==> config.mk <==
export PLATFORM = sky130hd
export DESIGN_NAME = bus_wdog
export DESIGN_NICKNAME = d
export VERILOG_FILES = /design/src/rtl/bwd_pkg.sv /design/src/rtl/bwd_sync.sv /design/src/rtl/bwd_cond_detect.sv /design/src/rtl/bwd_kick_seq.sv /design/src/rtl/bwd_counter.sv /design/src/rtl/bus_wdog.sv
export SDC_FILE = /design/constraint.sdc
export NUM_CORES = 1
export LEC_CHECK = 0
export BUFFER_PORTS_ARGS = -buffer_cell sky130_fd_sc_hd__buf_2
export CAP_MARGIN = 20
export CELL_PAD_IN_SITES_DETAIL_PLACEMENT = 0
export CELL_PAD_IN_SITES_GLOBAL_PLACEMENT = 1
export CORE_ASPECT_RATIO = 0.6
export CORE_MARGIN = 8
export CORE_UTILIZATION = 45
export DETAILED_ROUTE_END_ITERATION = 10
export GPL_TIMING_DRIVEN = 0
export HOLD_SLACK_MARGIN = 0.08
export PLACE_DENSITY = 0.86
export SLEW_MARGIN = 5
export SYNTH_ARGS = -nofsm -noshare
export SYNTH_HDL_FRONTEND = slang
export SYNTH_SLANG_ARGS = --single-unit
export TNS_END_PERCENT = 30
==> constraint.sdc <==
create_clock -name clk -period 3.3 [get_ports clk]
set_clock_uncertainty 0.2 [all_clocks]
set_input_delay 0.495 -clock clk [delete_from_list [all_inputs] [get_ports clk]]
set_output_delay 0.495 -clock clk [all_outputs]
set_load 0.02 [all_outputs]
==> src/rtl/bwd_pkg.sv <==
package bwd_pkg;

  typedef logic [1:0] wd_sel_t;

  localparam wd_sel_t SEL_LONG  = 2'b00;
  localparam wd_sel_t SEL_MID   = 2'b01;
  localparam wd_sel_t SEL_SHORT = 2'b10;
  localparam wd_sel_t SEL_OFF   = 2'b11;

  // Period length in ticks for a setting; zero means the watchdog is off.
  function automatic int unsigned period_len(wd_sel_t sel, int unsigned len_long,
                                             int unsigned len_mid, int unsigned len_short);
    case (sel)
      SEL_LONG:  return len_long;
      SEL_MID:   return len_mid;
      SEL_SHORT: return len_short;
      default:   return 0;
    endcase
  endfunction

  // Bus start: data falls while the clock line is high in both samples.
  function automatic logic is_start(logic scl_now, logic scl_prev, logic sda_now, logic sda_prev);
    return scl_now & scl_prev & sda_prev & ~sda_now;
  endfunction

  // Bus stop: data rises while the clock line is high in both samples.
  function automatic logic is_stop(logic scl_now, logic scl_prev, logic sda_now, logic sda_prev);
    return scl_now & scl_prev & ~sda_prev & sda_now;
  endfunction

endpackage

==> src/rtl/bwd_sync.sv <==
module bwd_sync #(
  parameter int STAGES = 2,
  parameter int W      = 2
) (
  input  logic         clk,
  input  logic         rst_n,
  input  logic [W-1:0] d_i,
  output logic [W-1:0] q_o
);
  logic [W-1:0] stage_q [STAGES];

  for (genvar g = 0; g < STAGES; g++) begin : g_stage
    if (g == 0) begin : g_first
      always_ff @(posedge clk or negedge rst_n) begin
        if (!rst_n) stage_q[g] <= '1;
        else        stage_q[g] <= d_i;
      end
    end else begin : g_next
      always_ff @(posedge clk or negedge rst_n) begin
        if (!rst_n) stage_q[g] <= '1;
        else        stage_q[g] <= stage_q[g-1];
      end
    end
  end

  assign q_o = stage_q[STAGES-1];
endmodule

==> src/rtl/bwd_cond_detect.sv <==
module bwd_cond_detect
  import bwd_pkg::*;
(
  input  logic clk,
  input  logic rst_n,
  input  logic scl_s_i,
  input  logic sda_s_i,
  output logic start_o,
  output logic stop_o
);
  logic scl_prev_q, sda_prev_q;

  always_ff @(posedge clk or negedge rst_n) begin
    if (!rst_n) begin
      scl_prev_q <= 1'b1;
      sda_prev_q <= 1'b1;
    end else begin
      scl_prev_q <= scl_s_i;
      sda_prev_q <= sda_s_i;
    end
  end

  assign start_o = is_start(scl_s_i, scl_prev_q, sda_s_i, sda_prev_q);
  assign stop_o  = is_stop(scl_s_i, scl_prev_q, sda_s_i, sda_prev_q);
endmodule

==> src/rtl/bwd_kick_seq.sv <==
module bwd_kick_seq (
  input  logic clk,
  input  logic rst_n,
  input  logic hold_i,
  input  logic start_i,
  input  logic stop_i,
  output logic kick_o,
  output logic pend_o
);
  logic pend_q;

  // A stop counts as a restart only when a start is waiting for it.
  assign kick_o = stop_i & pend_q & ~hold_i;
  assign pend_o = pend_q;

  always_ff @(posedge clk or negedge rst_n) begin
    if (!rst_n)       pend_q <= 1'b0;
    else if (hold_i)  pend_q <= 1'b0;
    else if (start_i) pend_q <= 1'b1;
    else if (stop_i)  pend_q <= 1'b0;
  end
endmodule

==> src/rtl/bwd_counter.sv <==
module bwd_counter
  import bwd_pkg::*;
#(
  parameter int unsigned P_LONG  = 1400,
  parameter int unsigned P_MID   = 600,
  parameter int unsigned P_SHORT = 200,
  parameter int          CW      = 11
) (
  input  logic          clk,
  input  logic          rst_n,
  input  logic          hold_i,
  input  logic          tick_i,
  input  logic          kick_i,
  input  wd_sel_t       sel_i,
  output logic          expire_o,
  output logic [CW-1:0] cnt_o,
  output logic [CW-1:0] limit_o,
  output wd_sel_t       sel_q_o
);
  wd_sel_t       sel_q;
  logic [CW-1:0] cnt_q;
  logic [CW-1:0] limit;
  logic          sel_chg, off, at_end, clear;

  assign limit   = CW'(period_len(sel_q, P_LONG, P_MID, P_SHORT));
  assign sel_chg = (sel_i != sel_q);
  assign off     = (sel_q == SEL_OFF);
  assign at_end  = (cnt_q == limit - 1'b1);
  assign clear   = hold_i | kick_i | sel_chg | off;

  always_ff @(posedge clk or negedge rst_n) begin
    if (!rst_n) begin
      sel_q    <= SEL_OFF;
      cnt_q    <= '0;
      expire_o <= 1'b0;
    end else begin
      sel_q    <= sel_i;
      expire_o <= 1'b0;
      if (clear) begin
        cnt_q <= '0;
      end else if (tick_i) begin
        if (at_end) begin
          cnt_q    <= '0;
          expire_o <= 1'b1;
        end else begin
          cnt_q <= cnt_q + 1'b1;
        end
      end
    end
  end

  assign cnt_o   = cnt_q;
  assign limit_o = limit;
  assign sel_q_o = sel_q;
endmodule

==> src/rtl/bus_wdog.sv <==
module bus_wdog
  import bwd_pkg::*;
#(
  parameter int unsigned P_LONG      = 1400,
  parameter int unsigned P_MID       = 600,
  parameter int unsigned P_SHORT     = 200,
  parameter int          SYNC_STAGES = 2
) (
  input  logic       clk,
  input  logic       rst_n,
  input  logic       hold_i,
  input  logic       tick_i,
  input  logic       scl_i,
  input  logic       sda_i,
  input  logic [1:0] period_sel_i,
  output logic       expire_o
);
  localparam int CW = $clog2(P_LONG + 1);

  logic [1:0]    lines_s;
  logic          scl_s, sda_s;
  logic          start_ev, stop_ev, kick_ev, pend;
  logic [CW-1:0] cnt, limit;
  wd_sel_t       sel_q;

  bwd_sync #(.STAGES(SYNC_STAGES), .W(2)) u_sync (
    .clk   (clk),
    .rst_n (rst_n),
    .d_i   ({scl_i, sda_i}),
    .q_o   (lines_s)
  );

  assign scl_s = lines_s[1];
  assign sda_s = lines_s[0];

  bwd_cond_detect u_cond (
    .clk     (clk),
    .rst_n   (rst_n),
    .scl_s_i (scl_s),
    .sda_s_i (sda_s),
    .start_o (start_ev),
    .stop_o  (stop_ev)
  );

  bwd_kick_seq u_kick (
    .clk     (clk),
    .rst_n   (rst_n),
    .hold_i  (hold_i),
    .start_i (start_ev),
    .stop_i  (stop_ev),
    .kick_o  (kick_ev),
    .pend_o  (pend)
  );

  bwd_counter #(.P_LONG(P_LONG), .P_MID(P_MID), .P_SHORT(P_SHORT), .CW(CW)) u_cnt (
    .clk      (clk),
    .rst_n    (rst_n),
    .hold_i   (hold_i),
    .tick_i   (tick_i),
    .kick_i   (kick_ev),
    .sel_i    (period_sel_i),
    .expire_o (expire_o),
    .cnt_o    (cnt),
    .limit_o  (limit),
    .sel_q_o  (sel_q)
  );
endmodule

==> results of run 1 <==
repair_timing:
action                                  CTS  global route
hold buffers                              1             0
endpoints found under the hold margin    13             0
buffers inserted                          0             0
endpoints found under the setup margin    0             0
metal layers:
metal / vias up / GRT usage / routed length (um)
met5: - / 0 / 0
met4: 0 / 0.0183 / 13
met3: 2 / 0.0449 / 142
met2: 23 / 0.180 / 1060
met1: 412 / 0.184 / 1340
li1: 435 / - / -
cell usage after synthesis, types with 2 or more instances:
master	instances	area, um2
dfrtp_1	13	325
nand2_1	12	45.0
nor2_1	9	33.8
dfstp_2	8	210
nand3_1	8	40.0
o21ai_0	8	40.0
ha_1	4	50.1
inv_1	4	15.0
xor2_1	4	35.0
nor3_1	3	15.0
nor4_1	3	18.8
or3_1	3	18.8
a21oi_1	2	10.0
a22o_1	2	17.5
a31o_2	2	17.5
o31a_1	2	17.5
xnor2_1	2	17.5
power by group through the flow:
stage               sequential [mW]  combinational [mW]  clock, mW
floorplan                     0.276              0.0219          0
global placement              0.276              0.0382          0
detailed placement            0.277              0.0397          0
CTS                           0.272              0.0408      0.172
global route                  0.273              0.0457      0.182
finish                        0.272              0.0403      0.169
state kept, by name, indices dropped and copies added, names as in the netlist:
register and flops:
u_cnt.cnt_o 11, u_cnt.expire_o 1, u_cnt.sel_q_o 2, u_cond.scl_prev_q 1
u_cond.sda_prev_q 1, u_kick.pend_o 1, u_sync.q_o 2, u_sync.stage_q 2
worst max-delay path: stages, from the launching register on:
cell     delay (ns)
dfstp_2        0.57
inv_1          0.07
ha_1           0.33
xnor2_1        0.17
nand2_1        0.10
nor4_1         0.62
nor3_1         0.24
a31o_2         0.30
metrics by stage:
| step | instance area [um2] | worst slack [ns] | hold slack [ns] |
|---|---|---|---|
| after floorplan | 1090 | 0.797 | -0.000591 |
| final | 1220 | 0.598 | 0.130 |
| after global routing | 1220 | 0.511 | 0.119 |
| after global placement | 1170 | 0.702 | 0.147 |
| after CTS | 1220 | 0.610 | 0.127 |
| after detailed placement | 1170 | 0.626 | 0.148 |
final cells by class:
class / count / area [um2]
timing repair buffer: 9 / 50.0
sequential: 21 / 536
tap: 30 / 37.5
buffer: 1 / 5.00
fill: 210 / 1000
clock buffer: 4 / 45.0
multi-input combinational: 84 / 536
inverter: 4 / 15.0
how the worst max path moves through the flow:
stage | endpoint | from
global placement | u_cnt.cnt_o[2]$_DFFE_PN0P_ | u_cnt.sel_q_o[0]$_DFF_PN1_
global route | u_cnt.cnt_o[2]$_DFFE_PN0P_ | u_cnt.sel_q_o[0]$_DFF_PN1_
floorplan | u_cnt.cnt_o[6]$_DFFE_PN0P_ | u_cnt.sel_q_o[0]$_DFF_PN1_
finish | u_cnt.cnt_o[2]$_DFFE_PN0P_ | u_cnt.sel_q_o[0]$_DFF_PN1_
CTS | u_cnt.cnt_o[2]$_DFFE_PN0P_ | u_cnt.sel_q_o[0]$_DFF_PN1_
detailed placement | u_cnt.cnt_o[2]$_DFFE_PN0P_ | u_cnt.sel_q_o[0]$_DFF_PN1_
kinds of logic (layout without fill, tap and decap cells):
family	count (synthesis)	count (layout)	synth area share
simple gates	49	49	0.233
compound gates	25	25	0.164
flops	21	21	0.491
xor+xnor	6	6	0.0482
buf+inv	5	18	0.0183
fa+ha+maj	4	4	0.0459
==> reports/metrics.cfg, run 1 <==
[status]
status=complete, no violations

[detailed_routing]
drcViolationCount=0
vias=872
first_pass_iters=4
drt_wl_total_um=2560
vias_per_cell=5.70
post_drt_wl_per_cell_um=16.7
first_iter_violations=88
postRouteAntennaNets=0

[setup_path]
crit_type=flop to flop
cp.required_ns=3.26
worst_ep_arrival_time_ns=2.66
startpoint_type=flop
endpoint_kind=flop
r2r_slack_ns=0.60
r2r_cells=7
r2r-end=u_cnt.cnt_o[2]$_DFFE_PN0P_
cp_max_fo=4
regToRegStartpoint=u_cnt.sel_q_o[0]$_DFF_PN1_

[floorplan]
fp.dieArea_um2=4310
row_count=13
core_um2=2230
initial_core_util=0.490
fp.dieW_um=79.6
die_y_um=54.1
ios=9

[cts]
cts_buffers=3
root_buffer=clkbuf_8
clockBufferDepth=2
htree_levels=1
cts_tree=yes
path_clk_slew_ns=0.08
clock_latency_ns=0.26
cts_resized=0
cts.sinks=21

[grt]
grt_pass1_wl_um=4130
grt_max_degree=22
grt.total_usage=0.128
grt_pass1_vias=808
overflow=0
antenna_found_initial=0

[layout]
num_antenna_cells=0
final_nets=136
final_layout_size_suffix_gt1_frac=0.211
post-route-util=0.549
mostFrequentLayoutCells=dfrtp_1 (13), nand2_1 (12), nor2_1 (9), buf_2 (9)
final_cells=153
layout_commonest_cell=dfrtp_1
areaGrowthSynthToFinish_pct=12.2

[synth]
synth_seq_cells=21
synth.distinct_cells=38
synth_nets=122
synth-edff-count=0
yosysWarningCount=0
ys.flop_type=dfrtp_1
synthesis.area_um2=1090
yosysSeqAreaShare=0.491
async_flop_share=1.00
avgSynthCellArea_um2=9.92
synthCells=110

[pwr]
swShare=0.235
p_clk_frac=0.351
peakVddDrop_mv=0.230
power.total_mw=0.482
p_per_area_nw_per_um2=394
power_leakage_nw=0.510
p_sw_mw=0.113
combPwrFrac=0.084
pwr-share-seq=0.565
internal_power_mw=0.369

[timing]
worst_pin_slew_ns=0.667
relSlewSlack=0.551
max_freq_mhz=370
hold_viol=0
final_max_slew_viol_count=0
period_share=0.819
post-route-min-period_ns=2.70
tns_ns=0
finalSetupViolations=0
rsz0062_at_grt=no

[hold_path]
hold_depth=1
hold_end=u_sync.stage_q[3]$_DFF_PN1_
hp-start=scl_i
worst_hold_path_type=input port to flop

[placement]
place.gp.congestion=0.880
io_buffers=8
place_inst=148
dp_hpwl_um=1930

[run]
cap_violations=0

(Power assumes the default switching activity.)
==> run 2: changes to the inputs <==
- ABC_AREA: unset -> 1
- CORE_UTILIZATION: 45 -> 44
- PLACE_DENSITY: 0.86 -> 0.87
- clock period: 3.3 -> 2.52 ns (I/O delays scaled with it)
==> run 2 against run 1 <==
Critical endpoint is now u_cnt.cnt_o[3]$_DFFE_PN0P_. Via count grew 26%. Core utilization shrank 2.5 points. Global-route usage up 1.3 points. Die area is 17% higher. Total power up 35%. Count of clock-buffer cells in the layout fell by 1. Non-clock buffer count up 5. Synthesized area grew 20%. Register-to-register slack got worse by 0.33 ns. Worst setup slack lost 0.33 ns. Critical path type unchanged. Critical path depth grew 2.
==> reports/metrics.cfg, run 2 <==
[layout]
areaGrowthSynthToFinish_pct=14.5
layout_commonest_cell=nand2_1
final_nets=200  ; +47%
fillers=275  ; +31%
regArea_um2=536  ; unchanged
multi_input_area_um2=668  ; +25%
num_antenna_cells=0  ; unchanged
largest_register_ffs=11  ; unchanged
mostFrequentLayoutCells=nand2_1 (63), inv_1 (16), nor2_1 (16), dfrtp_1 (13), buf_2 (9)
final_layout_size_suffix_gt1_frac=0.257  ; +0.0453

[run]
cap_violations=0  ; unchanged

[cts]
postCtsSetupRepairBufs=0  ; unchanged
htree_levels=1  ; unchanged
cts.sinks=21  ; unchanged
clock_latency_ns=0.26  ; about the same
cts_resized=0  ; unchanged
path_clk_slew_ns=0.08  ; about the same
cts_tree=yes
root_buffer=clkbuf_8
clockBufferDepth=2  ; unchanged
cts_buffers=3  ; unchanged

[detailed_routing]
first_iter_violations=78  ; -11%
vias=1102  ; +26%
post_drt_wl_per_cell_um=13.7  ; -18%
first_pass_iters=4  ; unchanged
postRouteAntennaNets=0  ; unchanged
drt_wl_total_um=3130  ; +23%
drcViolationCount=0  ; unchanged
vias_per_cell=4.81  ; -16%

[floorplan]
initial_core_util=0.458  ; -0.0317
fp.dieArea_um2=5030  ; +17%
die_y_um=58.2  ; +7.5%
row_count=15  ; +2
fp.dieW_um=86.3  ; +8.5%
core_um2=2850  ; +28%
ios=9  ; unchanged

[synth]
synth_top_cell_by_area=dfrtp_1
avgSynthCellArea_um2=7.68  ; -23%
yosysWarningCount=0  ; unchanged
yosysSeqAreaShare=0.410  ; -0.0809
yosysMostFrequentCell=nand2_1
synth-edff-count=0  ; unchanged
synthesis.area_um2=1310  ; +20%
synth_top_area_share=0.249  ; -0.0491
synth_top_cells_by_area=dfrtp_1 (25%), nand2_1 (18%), dfstp_2 (16%)
async_flop_share=1.00  ; unchanged
yosys-top-cells-count=nand2_1 (63), inv_1 (16), nor2_1 (16)
synthCells=170  ; +55%
synth_nets=182  ; +49%
synth.distinct_cells=24  ; -37%
synth_seq_cells=21  ; unchanged
ys.flop_type=dfrtp_1

[setup_path]
r2r_slack_ns=0.27  ; -0.33 ns
cp.required_ns=2.47  ; -0.79 ns
worst_ep_arrival_time_ns=2.19  ; -0.47 ns
regToRegStartpoint=u_cnt.sel_q_o[0]$_DFF_PN1_
endpoint_kind=flop
r2r-end=u_cnt.cnt_o[3]$_DFFE_PN0P_
crit_type=flop to flop
cp_max_fo=6  ; +2
r2r_cells=9  ; +2
startpoint_type=flop

[timing]
whs_ns=0.0937  ; -0.0366 ns
rsz0062_at_grt=no
final_max_slew_viol_count=0  ; unchanged
max_freq_mhz=445  ; +20%
finalSetupViolations=0  ; unchanged
hold_viol=0  ; unchanged
relSlewSlack=0.684  ; +0.133
post-route-min-period_ns=2.25  ; -0.455 ns
tns_ns=0  ; unchanged
worst_pin_slew_ns=0.474  ; -0.193 ns
period_share=0.892  ; +0.0729

[pwr]
p_per_area_nw_per_um2=435  ; +11%
peakVddDrop_mv=0.225  ; -2.0%
power_leakage_nw=0.687  ; +35%

[hold_path]
worst_hold_path_type=input port to flop
hold_end=u_kick.pend_o$_DFFE_PN0P_
hold_depth=2  ; +1
hp-start=hold_i

[grt]
grt_util_met2=0.199  ; +0.0188
grt.total_usage=0.141  ; +0.0132
overflow=0  ; unchanged
grt_use_met3=0.0408  ; -0.00401
grt_pass1_wl_um=5330  ; +29%
antenna_found_initial=0  ; unchanged
grt_max_degree=22  ; unchanged
grt_pass1_vias=1071  ; +33%
top_usage_layer=met2
use_met1=0.194  ; +0.00964

[status]
status=complete, no violations

[placement]
dp_hpwl_um=2380  ; +23%
place.gp.congestion=0.828  ; -5.9%
io_buffers=8  ; unchanged

==> run 2: cell count changes after synthesis, moves of 3 or more <==
cell	previous run	this run
nor4_1	3	0
nor2_2	0	3
inv_2	0	7
inv_1	4	16
nand3_2	0	7
nand2_1	12	63
o21ai_0	8	3
nor3_2	0	3
nor2_1	9	16
or3_1	3	0
nand4_1	1	7
==> run 2: power by group <==
group,switching (mW),internal [mW]
logic,0.0434,0.0264
clock network,0.114,0.110
registers,0.00657,0.350
==> run 2: cells by family (layout without fill, tap and decap cells) <==
kind of cell | after synthesis | count (layout) | synth area share
and+or+nand+nor | 110 | 110 | 0.412
AOI/OAI and AO/OA | 6 | 6 | 0.0345
adders and majority gates | 4 | 4 | 0.0383
DFF | 21 | 21 | 0.410
xor gates and xnor gates | 4 | 4 | 0.0268
buffers and inverters | 25 | 42 | 0.0785
==> run 2: worst max path at each step <==
| stage | to | slack, ns | from | cells after the start |
|---|---|---|---|---|
| after floorplan | u_cnt.cnt_o[10]$_DFFE_PN0P_ | 0.53 | u_cnt.sel_q_o[0]$_DFF_PN1_ | 9 |
| after CTS | u_cnt.cnt_o[8]$_DFFE_PN0P_ | 0.27 | u_cnt.sel_q_o[0]$_DFF_PN1_ | 9 |
| final | u_cnt.cnt_o[3]$_DFFE_PN0P_ | 0.27 | u_cnt.sel_q_o[0]$_DFF_PN1_ | 9 |
| after global routing | u_cnt.cnt_o[8]$_DFFE_PN0P_ | 0.13 | u_cnt.sel_q_o[0]$_DFF_PN1_ | 9 |
| after detailed placement | u_cnt.cnt_o[3]$_DFFE_PN0P_ | 0.28 | u_cnt.sel_q_o[0]$_DFF_PN1_ | 9 |
| after global placement | u_cnt.cnt_o[3]$_DFFE_PN0P_ | 0.33 | u_cnt.sel_q_o[0]$_DFF_PN1_ | 9 |
==> run 2: repair_timing <==
action | 4_1_cts | 5_1_grt
hold buffers | 5 | 0
setup endpoints to repair | 0 | 0
hold endpoints to repair | 17 | 0
==> run 2: metal layers <==
layer / up-vias / part of all wire
li1: 567 / -
met1: 508 / 0.50
met2: 21 / 0.42
met3: 6 / 0.054
met4: 0 / 0.018
met5: - / 0
==> run 2: stage by stage <==
step | setup slack (ns) | total power [mW] | util | area (um2) | instances
6_report | 0.273 | 0.651 | 0.524 | 1500 | 229
5_1_grt | 0.127 | 0.686 | 0.524 | 1500 | 229
4_1_cts | 0.265 | 0.662 | 0.524 | 1500 | 229
3_5_place_dp | 0.278 | 0.427 | 0.490 | 1400 | 220
3_3_place_gp | 0.327 | 0.424 | 0.490 | 1400 | 220
2_1_floorplan | 0.528 | 0.402 | - | 1310 | 170
==> run 2: cell type report <==
class | count | share of cell area
inverters | 23 | 0.0577
clock buffers | 3 | 0.0276
flip-flops and latches | 21 | 0.358
repair buffers | 13 | 0.0603
plain buffers | 2 | 0.0109
well taps | 42 | 0.0351
clock inverters | 1 | 0.00335
multi-input cells | 124 | 0.447
==> run 2: worst max-delay path: stages, from the launching register on <==
cell and delay, ns:
dfstp_2 0.58, inv_2 0.06, ha_1 0.28, buf_2 0.16
inv_2 0.07, nand3_1 0.09, a21oi_2 0.21, nand3b_4 0.15
o21ai_4 0.26, nor2_1 0.08
